==> config.mk <==
export PLATFORM = sky130hd
export DESIGN_NAME = pwr2_divider
export DESIGN_NICKNAME = d
export VERILOG_FILES = /design/src/rtl/pwr2div_pkg.sv /design/src/rtl/count_gate.sv /design/src/rtl/stage_chain.sv /design/src/rtl/tap_select.sv /design/src/rtl/pwr2_divider.sv
export SDC_FILE = /design/constraint.sdc
export NUM_CORES = 1
export LEC_CHECK = 0
export CORE_MARGIN = 1.5
export CORE_UTILIZATION = 50
export DETAILED_ROUTE_END_ITERATION = 10
export GPL_ROUTABILITY_DRIVEN = 0
export PLACE_DENSITY_LB_ADDON = 0.12
export SYNTH_ARGS = -nofsm -noshare
export SYNTH_HDL_FRONTEND = slang
export SYNTH_SLANG_ARGS = --single-unit
==> constraint.sdc <==
create_clock -name clk -period 2.7 [get_ports clk]
set_clock_uncertainty 0.1 [all_clocks]
set_input_delay 0.81 -clock clk [delete_from_list [all_inputs] [get_ports clk]]
set_output_delay 0.81 -clock clk [all_outputs]
set_load 0.005 [all_outputs]
==> src/rtl/pwr2div_pkg.sv <==
// Package: shared sizing helpers for the power-of-two divider.
// Assumes the variant is chosen by one bit: 1 = long chain, 0 = short chain.
package pwr2div_pkg;

    // Number of counter stages for a variant.
    function automatic int stage_count(input bit long_chain);
        return long_chain ? 31 : 15;
    endfunction

    // Width of the binary program code for a variant.
    function automatic int code_width(input bit long_chain);
        return long_chain ? 5 : 4;
    endfunction

    // Number of observation taps for a variant.
    function automatic int tap_count(input bit long_chain);
        return long_chain ? 3 : 1;
    endfunction

endpackage

==> src/rtl/count_gate.sv <==
// count_gate: forms single-cycle count events from two sampled count inputs.
// An event is a rising edge of (in_a AND in_b) as seen on the system clock.
// Assumes in_a and in_b are already synchronous to clk.
module count_gate (
    input  logic clk,
    input  logic rst_n,
    input  logic in_a,
    input  logic in_b,
    output logic evt
);

    logic both_q;
    logic both_d;

    // Sample the gated level and keep its previous value for edge detection.
    always_ff @(posedge clk) begin
        if (!rst_n) begin
            both_q <= 1'b0;
            both_d <= 1'b0;
        end else begin
            both_q <= in_a & in_b;
            both_d <= both_q;
        end
    end

    // One event per rising edge of the sampled AND.
    always_comb begin
        evt = both_q & ~both_d;
    end

    // an event never lasts two cycles in a row.
    p_single_event_r4: assert property (@(posedge clk) disable iff (!rst_n)
        evt |=> !evt);

    // an event follows a cycle in which the inputs' AND was sampled high.
    p_event_source_r4: assert property (@(posedge clk) disable iff (!rst_n)
        $rose(both_q) |-> evt);

endmodule

==> src/rtl/stage_chain.sv <==
// stage_chain: binary counter of STAGES flops; stage k is bit k-1.
// Advances by one on each count event; a low clear_n zeroes it and wins.
// Assumes evt is at most one cycle wide.
module stage_chain #(
    parameter int STAGES = 31
) (
    input  logic              clk,
    input  logic              rst_n,
    input  logic              clear_n,
    input  logic              evt,
    output logic [STAGES-1:0] stages
);

    // Reset and clear take priority; otherwise count events.
    always_ff @(posedge clk) begin
        if (!rst_n || !clear_n) begin
            stages <= '0;
        end else if (evt) begin
            stages <= stages + 1'b1;
        end
    end

    // a clear leaves every stage at zero on the next cycle.
    p_clear_zero_r5: assert property (@(posedge clk) disable iff (!rst_n)
        !clear_n |=> (stages == '0));

    // an event moves the chain by exactly one.
    p_advance_r2: assert property (@(posedge clk) disable iff (!rst_n)
        (clear_n && evt) |=> (stages == $past(stages) + 1'b1));

    // without an event the chain holds.
    p_hold_r4: assert property (@(posedge clk) disable iff (!rst_n)
        (clear_n && !evt) |=> $stable(stages));

endmodule

==> src/rtl/tap_select.sv <==
// tap_select: picks the output stage from the program code and drives taps.
// Codes below MIN_CODE clamp up to it; codes above STAGES clamp down.
// Assumes TAP_POS holds 1-based stage numbers within 1..STAGES.
module tap_select #(
    parameter int STAGES   = 31,
    parameter int CODE_W   = 5,
    parameter int MIN_CODE = 2,
    parameter int NTAP     = 3,
    parameter int TAP_POS [NTAP] = '{5, 15, 25}
) (
    input  logic              clk,
    input  logic              rst_n,
    input  logic [STAGES-1:0] stages,
    input  logic [CODE_W-1:0] code,
    output logic              q,
    output logic [NTAP-1:0]   taps
);

    localparam int IDX_W = $clog2(STAGES + 1);

    logic [IDX_W-1:0] sel;

    // Clamp the code into the usable stage range.
    always_comb begin
        if (int'(code) < MIN_CODE) begin
            sel = IDX_W'(MIN_CODE);
        end else if (int'(code) > STAGES) begin
            sel = IDX_W'(STAGES);
        end else begin
            sel = IDX_W'(code);
        end
    end

    // Output the selected stage (stage n is bit n-1).
    always_comb begin
        q = stages[sel - 1'b1];
    end

    // Fixed observation taps.
    for (genvar i = 0; i < NTAP; i++) begin : g_tap
        assign taps[i] = stages[TAP_POS[i] - 1];
    end

    // a code of 0 or 1 gives the same output as code 2.
    p_min_clamp_r3: assert property (@(posedge clk) disable iff (!rst_n)
        (int'(code) < MIN_CODE) |-> (q == stages[MIN_CODE - 1]));

endmodule

==> src/rtl/pwr2_divider.sv <==
// pwr2_divider: programmable 2^n divider with a two-input gated count clock.
// LONG_CHAIN = 1 gives 31 stages, a 5-bit code and three taps;
// LONG_CHAIN = 0 gives 15 stages, a 4-bit code and one tap.
// Assumes cnt_a, cnt_b, clr_n and prog are synchronous to clk.
module pwr2_divider #(
    parameter bit LONG_CHAIN = 1'b1,
    parameter int TAP_A      = 5,
    parameter int TAP_B      = 15,
    parameter int TAP_C      = 25,
    parameter int TAP_SHORT  = 7,
    parameter int MIN_CODE   = 2
) (
    input  logic clk,
    input  logic rst_n,
    input  logic clr_n,
    input  logic cnt_a,
    input  logic cnt_b,
    input  logic [pwr2div_pkg::code_width(LONG_CHAIN)-1:0] prog,
    output logic q,
    output logic [pwr2div_pkg::tap_count(LONG_CHAIN)-1:0] tp
);

    localparam int STAGES = pwr2div_pkg::stage_count(LONG_CHAIN);
    localparam int CODE_W = pwr2div_pkg::code_width(LONG_CHAIN);
    localparam int NTAP   = pwr2div_pkg::tap_count(LONG_CHAIN);

    logic              evt;
    logic [STAGES-1:0] stages;

    count_gate u_gate (
        .clk   (clk),
        .rst_n (rst_n),
        .in_a  (cnt_a),
        .in_b  (cnt_b),
        .evt   (evt)
    );

    stage_chain #(.STAGES(STAGES)) u_chain (
        .clk     (clk),
        .rst_n   (rst_n),
        .clear_n (clr_n),
        .evt     (evt),
        .stages  (stages)
    );

    // The tap list depends on the variant.
    if (LONG_CHAIN) begin : g_long
        tap_select #(
            .STAGES   (STAGES),
            .CODE_W   (CODE_W),
            .MIN_CODE (MIN_CODE),
            .NTAP     (NTAP),
            .TAP_POS  ('{TAP_A, TAP_B, TAP_C})
        ) u_sel (
            .clk    (clk),
            .rst_n  (rst_n),
            .stages (stages),
            .code   (prog),
            .q      (q),
            .taps   (tp)
        );
    end else begin : g_short
        tap_select #(
            .STAGES   (STAGES),
            .CODE_W   (CODE_W),
            .MIN_CODE (MIN_CODE),
            .NTAP     (NTAP),
            .TAP_POS  ('{TAP_SHORT})
        ) u_sel (
            .clk    (clk),
            .rst_n  (rst_n),
            .stages (stages),
            .code   (prog),
            .q      (q),
            .taps   (tp)
        );
    end

    // the output is low in the cycle after a clear.
    p_q_low_after_clear_r5: assert property (@(posedge clk) disable iff (!rst_n)
        !clr_n |=> !q);

    // reset leaves the output and taps low.
    p_reset_low_r1: assert property (@(posedge clk)
        !rst_n |=> (!q && tp == '0));

    // the output cannot change without a count event or a clear.
    p_q_quiet_r4: assert property (@(posedge clk) disable iff (!rst_n)
        (clr_n && !evt && $stable(prog)) |=> $stable(q));

endmodule

==> results of run 1 <==
area by class of cell:
type | count | area, um2
multi-input cells | 179 | 1240
fillers | 315 | 1240
flip-flops and latches | 33 | 661
repair buffers | 46 | 387
clock buffers | 5 | 68.8
well taps | 48 | 60.1
clock inverters | 3 | 17.5
inverters | 3 | 11.3
placed cells by master (no fill, tap or decap), types with 4 or more instances in the layout:
cell type and instances:
xnor2_1 6, xor2_1 22, mux2i_1 11, nand3_1 12
nand4_1 10, buf_6 5, and3_1 4, buf_4 30
nand2_1 19, nor2_1 40, dfxtp_1 33, clkbuf_8 5
a21oi_1 5, clkdlybuf4s50_1 7, o21ai_0 5
routing by layer:
metal / vias up / global-route usage / wire length (um)
li1: 878 / - / -
met1: 850 / 0.286 / 1960
met2: 49 / 0.406 / 2280
met3: 14 / 0.0469 / 236
met4: 0 / 0.0781 / 105
met5: - / 0 / 0
stage by stage:
stage          cell area (um2)  std cells
6_report                  2450        317
5_1_grt                   2450        317
4_1_cts                   2410        317
3_5_place_dp              2280        307
3_3_place_gp              2280        307
2_1_floorplan             1940        228
flip-flops by register name, indices dropped and copies added, names as in the netlist:
register        count
u_chain.stages     31
u_gate.both_d       1
u_gate.both_q       1
path summary, 6_finish.rpt:
kind,endpoint,slack [ns],depth (start not counted)
hold / removal,u_gate.both_d$_SDFF_PN0_,0.36,1
setup reg to reg,u_chain.stages[19]$_SDFFE_PP0P_,0.53,6
hold reg to reg,u_gate.both_d$_SDFF_PN0_,0.36,1
setup / recovery,q,-0.52,9
critical path: cells and delay by family:
family | cells | cell delay [ns]
muxes | 1 | 0.17
AOI/OAI and AO/OA | 2 | 0.36
buffers and inverters | 3 | 0.35
and+or+nand+nor | 3 | 0.63
what timing repair did:
action                                  in CTS  in global routing
endpoints found under the setup margin       1                  1
pin swaps                                    7                  2
setup buffers                                2                  0
gates resized for setup                     33                 11
cells by family after synthesis:
kind of cell,after synthesis,share of synthesized area
AND/OR/NAND/NOR,111,0.319
multiplexers,12,0.0624
flip-flops,33,0.343
adder cells (fa/ha/maj),1,0.00650
XOR/XNOR,28,0.127
AO/OA/AOI/OAI,27,0.0962
buffers and inverters,16,0.0449
power by group through the flow:
stage                     Combinational (mW)  Sequential, mW  Clock (mW)
final                                  0.117           0.488       0.369
after floorplan                       0.0544           0.500           0
after global routing                   0.126           0.488       0.390
after CTS                              0.109           0.488       0.383
after detailed placement               0.103           0.500           0
after global placement                 0.102           0.500           0
==> flow_summary.ini, run 1 <==
[synthesis]
yosysTopAreaCell = dfxtp_1
yosysWarnings = 0
synthesis.nets = 239
ys.flop_type = dfxtp_1
ys_top_cells_by_area = dfxtp_1 34%, xor2_1 10%, nor2_1 8.2%
synth-edff-count = 0
synth.distinct_cells = 45
ys_async_sr_fraction = 0
post-synth-top-count-cell = nor2_1
syn_avg_cell_area_um2 = 8.44
ys_seq_area_frac = 0.343
synth_seq_cells = 33
yosys-top-cells-count = 42 x nor2_1, 33 x dfxtp_1, 22 x xor2_1
synth.top_cell.area_share = 0.343
synth_area_mm2 = 0.00192
synthCells = 228

[final_layout]
syn2layout_area_growth_pct = 27.2
drive_gt1_frac = 0.245
fin_util = 0.664
num_antenna_cells = 0
nets = 279

[global_route]
grt_overflow_total = 0
grt_pass1_wl_mm = 7.56
grt.total_usage = 0.233
grt_max_degree = 20
grt_pass1_vias = 1668
grt_antenna_before_repair = 0

[placement]
portBuffers = 13
hpwl_mm = 3.29
dp_slack_ns = -1.33

[floorplan]
start_util = 0.522
fp.coreArea_mm2 = 0.00369
die_area_mm2 = 0.00423
pin_count = 14
rows = 22
die_h_um = 65.0
die_w_um = 65.0

[sta]
period_share = 1.19
worst-slew-pin-transition_ns = 0.608
setup_violations = 1
period_needed_ns = 3.22
hold_viol = 0
maxSlewHeadroom = 0.591
max_freq_mhz = 311
slew_violations = 0
rsz0062_at_grt = yes
final.setup.tns_ns = -0.516
setup_ws_ns = -0.516
whs_ns = 0.361

[pwr]
p_leak_nw = 0.962
p_int_mw = 0.724
swShare = 0.258
p_total_mw = 0.975
ir_worst_vdd_v = 0.000312
pwr-share-clk = 0.379
p_seq_frac = 0.501
switching_power_mw = 0.251
power-per-cell-area_mw_per_mm2 = 398
comb_power_share = 0.120

[route]
drcViolationCount = 0
wl_per_cell_um = 14.5
num_vias = 1791
finalWirelength_mm = 4.58
drtIter0Drc = 70
drt_first_pass_iters = 4
vias_per_cell = 5.65
ant_nets = 0

[clock_network]
cts.path.max_buffers = 2
root_buffer = clkbuf_8
cts.htree.levels = 2
tritoncts = built
clock_sink_count = 33
clk_latency_ns = 0.29
clk_pin_slew_ns = 0.07
cts_hold_buf = 0
cts_buffers = 5

[hold_path]
min_path_type = flop to flop
worstHoldStart = u_gate.both_q$_SDFF_PN0_

[critical_path]
worstSetupPathType = input pin to primary output
r2r-start = u_gate.both_q$_SDFF_PN0_
required_ns = 1.79
critical_path.endpoint_type = primary output
cp-start-kind = input pin
crit_chain = buf_8, or3_4, nand2_8, buf_6, mux2i_1, o21ai_1, a221oi_2, nor3_1, buf_2
cp_slowest_stage_delay_ns = 0.42
cp_slowest_cell = or3_4
worstPathMaxFanout = 5
cp.arrival_ns = 2.31
critPathLaunch = prog[3]

[status]
status = complete, but fails checks
violations = setup timing

[run]
drv_cap = 0
Note: power is estimated with default switching activity, not from simulation.
==> run 2, diff against run 1 <==
--- a/config.mk
+++ b/config.mk
@@ -8,6 +8,7 @@
 export CORE_MARGIN = 1.5
 export CORE_UTILIZATION = 50
 export DETAILED_ROUTE_END_ITERATION = 10
+export DONT_BUFFER_PORTS = 1
 export GPL_ROUTABILITY_DRIVEN = 0
 export PLACE_DENSITY_LB_ADDON = 0.12
 export SYNTH_ARGS = -nofsm -noshare
==> run 2 against run 1 <==
Net effect:
- the flow still finishes with violations (setup timing)
- final area down 16%
- routed wire length fell by 12%
- flip-flop and latch count did not move
- count of clock-buffer cells in the layout increased by 2
- die area did not move
- non-clock buffer count is 39 lower
- critical endpoint unchanged
- largest power group unchanged
==> flow_summary.ini, run 2 (synthesis gave the netlist of run 1 again) <==
[status]
status = complete, but fails checks
violations = setup timing

[critical_path]
path_depth = 7
ff2ff_path_depth = 6
cp_slowest_stage_delay_ns = 0.30
cp_slowest_cell = a221oi_1
crit_family = compound AO/OA/AOI/OAI gates
crit_chain = nor2_1, nor2_2, buf_4, a221oi_1, o221ai_1, a221oi_1, nor3_1
worstPathMaxFanout = 6
cp.buffers_inverters = 1
r2r-start = u_gate.both_q$_SDFF_PN0_
crit_top_cell = a221oi_1
reg2reg_to = u_chain.stages[21]$_SDFFE_PP0P_
cp-start-kind = input pin
required_ns = 1.79
critical_path.endpoint_type = primary output
worstSetupPathType = input pin to primary output
r2r_slack_ns = 0.61
cp.arrival_ns = 2.05

[final_layout]
syn2layout_area_growth_pct = 7.09
layout_commonest_cell = nor2_1
fin_util = 0.559
layout_common_cells = 41 x nor2_1, 33 x dfxtp_1, 22 x xor2_1
largest-register = u_chain.stages
finalNonFillerCells = 277
reg_top3 = u_chain.stages x31, u_gate.both_d x1, u_gate.both_q x1
largest_reg_flops = 31
num_antenna_cells = 0
nets = 240
drive_gt1_frac = 0.118

[placement]
hpwl_mm = 2.99
placed_cells = 270
dp_slack_ns = -0.277
portBuffers = 0

[pwr]
swShare = 0.215
power-per-cell-area_mw_per_mm2 = 445
p_seq_frac = 0.533
comb_power_share = 0.068
p_leak_nw = 0.761
switching_power_mw = 0.198
ir_worst_vdd_v = 0.000220
p_int_mw = 0.720
pwr-share-clk = 0.399

[sta]
maxSlewHeadroom = 0.567
hold_viol = 0
setup_ws_ns = -0.261
period_needed_ns = 2.96
max_freq_mhz = 338
period_share = 1.10
setup_violations = 1
slew_violations = 0
rsz0062_at_grt = yes
worst-slew-pin-transition_ns = 0.645
whs_ns = 0.357

[clock_network]
cts_buffers = 5
root_buffer = clkbuf_8
cts.htree.levels = 2
clk_latency_ns = 0.28
cts_hold_buf = 0
cts_resized = 0
cts_setup_buffers = 0
tritoncts = built
clk_pin_slew_ns = 0.06
cts.path.max_buffers = 2
clock_sink_count = 33

[hold_path]
worstHoldStart = u_gate.both_q$_SDFF_PN0_
min_path_type = flop to flop
hold_depth = 1
min_to = u_gate.both_d$_SDFF_PN0_

[route]
vias_per_cell = 5.75
drcViolationCount = 0
wl_per_cell_um = 14.6
drt_first_pass_iters = 4
ant_nets = 0
drtIter0Drc = 43
finalWirelength_mm = 4.05
num_vias = 1594

[run]
drv_cap = 0

[global_route]
grt_pass1_vias = 1553
grt_pass1_wl_mm = 7.07
grt_max_degree = 24
grt_antenna_before_repair = 0
grt.total_usage = 0.220
grt_overflow_total = 0

[floorplan]
pin_count = 14
fp.coreArea_mm2 = 0.00369
die_area_mm2 = 0.00423
die_h_um = 65.0
start_util = 0.522
die_w_um = 65.0
rows = 22
[run 2: how the worst max path moves through the flow]
| stage | from | to | slack [ns] |
|---|---|---|---|
| after floorplan | prog[4] | q | -0.15 |
| after global placement | prog[4] | q | -0.22 |
| after detailed placement | prog[4] | q | -0.28 |
| after CTS | prog[4] | q | -0.27 |
| after global routing | prog[4] | q | -0.33 |
| final | prog[4] | q | -0.26 |
[run 2: through the flow]
step	total power, mW	setup TNS (ns)	cell area [um2]
finish	0.917	-0.261	2060
floorplan	0.554	-0.146	1940
detailed placement	0.562	-0.277	1970
global placement	0.561	-0.223	1970
CTS	0.930	-0.271	2060
global route	0.960	-0.334	2060
[run 2: per-layer routing]
layer  wire [um]  up-vias  GRT usage  part of all wire
li1            -      801          -                 -
met5           0        -          0                 0
met4          80        0     0.0885             0.020
met3         143        9     0.0642             0.035
met2        1970       30      0.354              0.49
met1        1860      754      0.274              0.46
[run 2: final cells by class]
cell class	count	area, um2
well taps	48	60.1
fillers	351	1630
inverters	3	11.3
clock buffers	7	86.3
repair buffers	7	52.6
multi-input cells	179	1190
flip-flops and latches	33	661
[run 2: power by group through the flow]
stage | Combinational (mW) | Sequential [mW] | Clock [mW]
finish | 0.0623 | 0.489 | 0.366
global route | 0.0695 | 0.489 | 0.401
CTS | 0.0623 | 0.489 | 0.378
detailed placement | 0.0619 | 0.500 | 0
global placement | 0.0611 | 0.500 | 0
floorplan | 0.0544 | 0.500 | 0
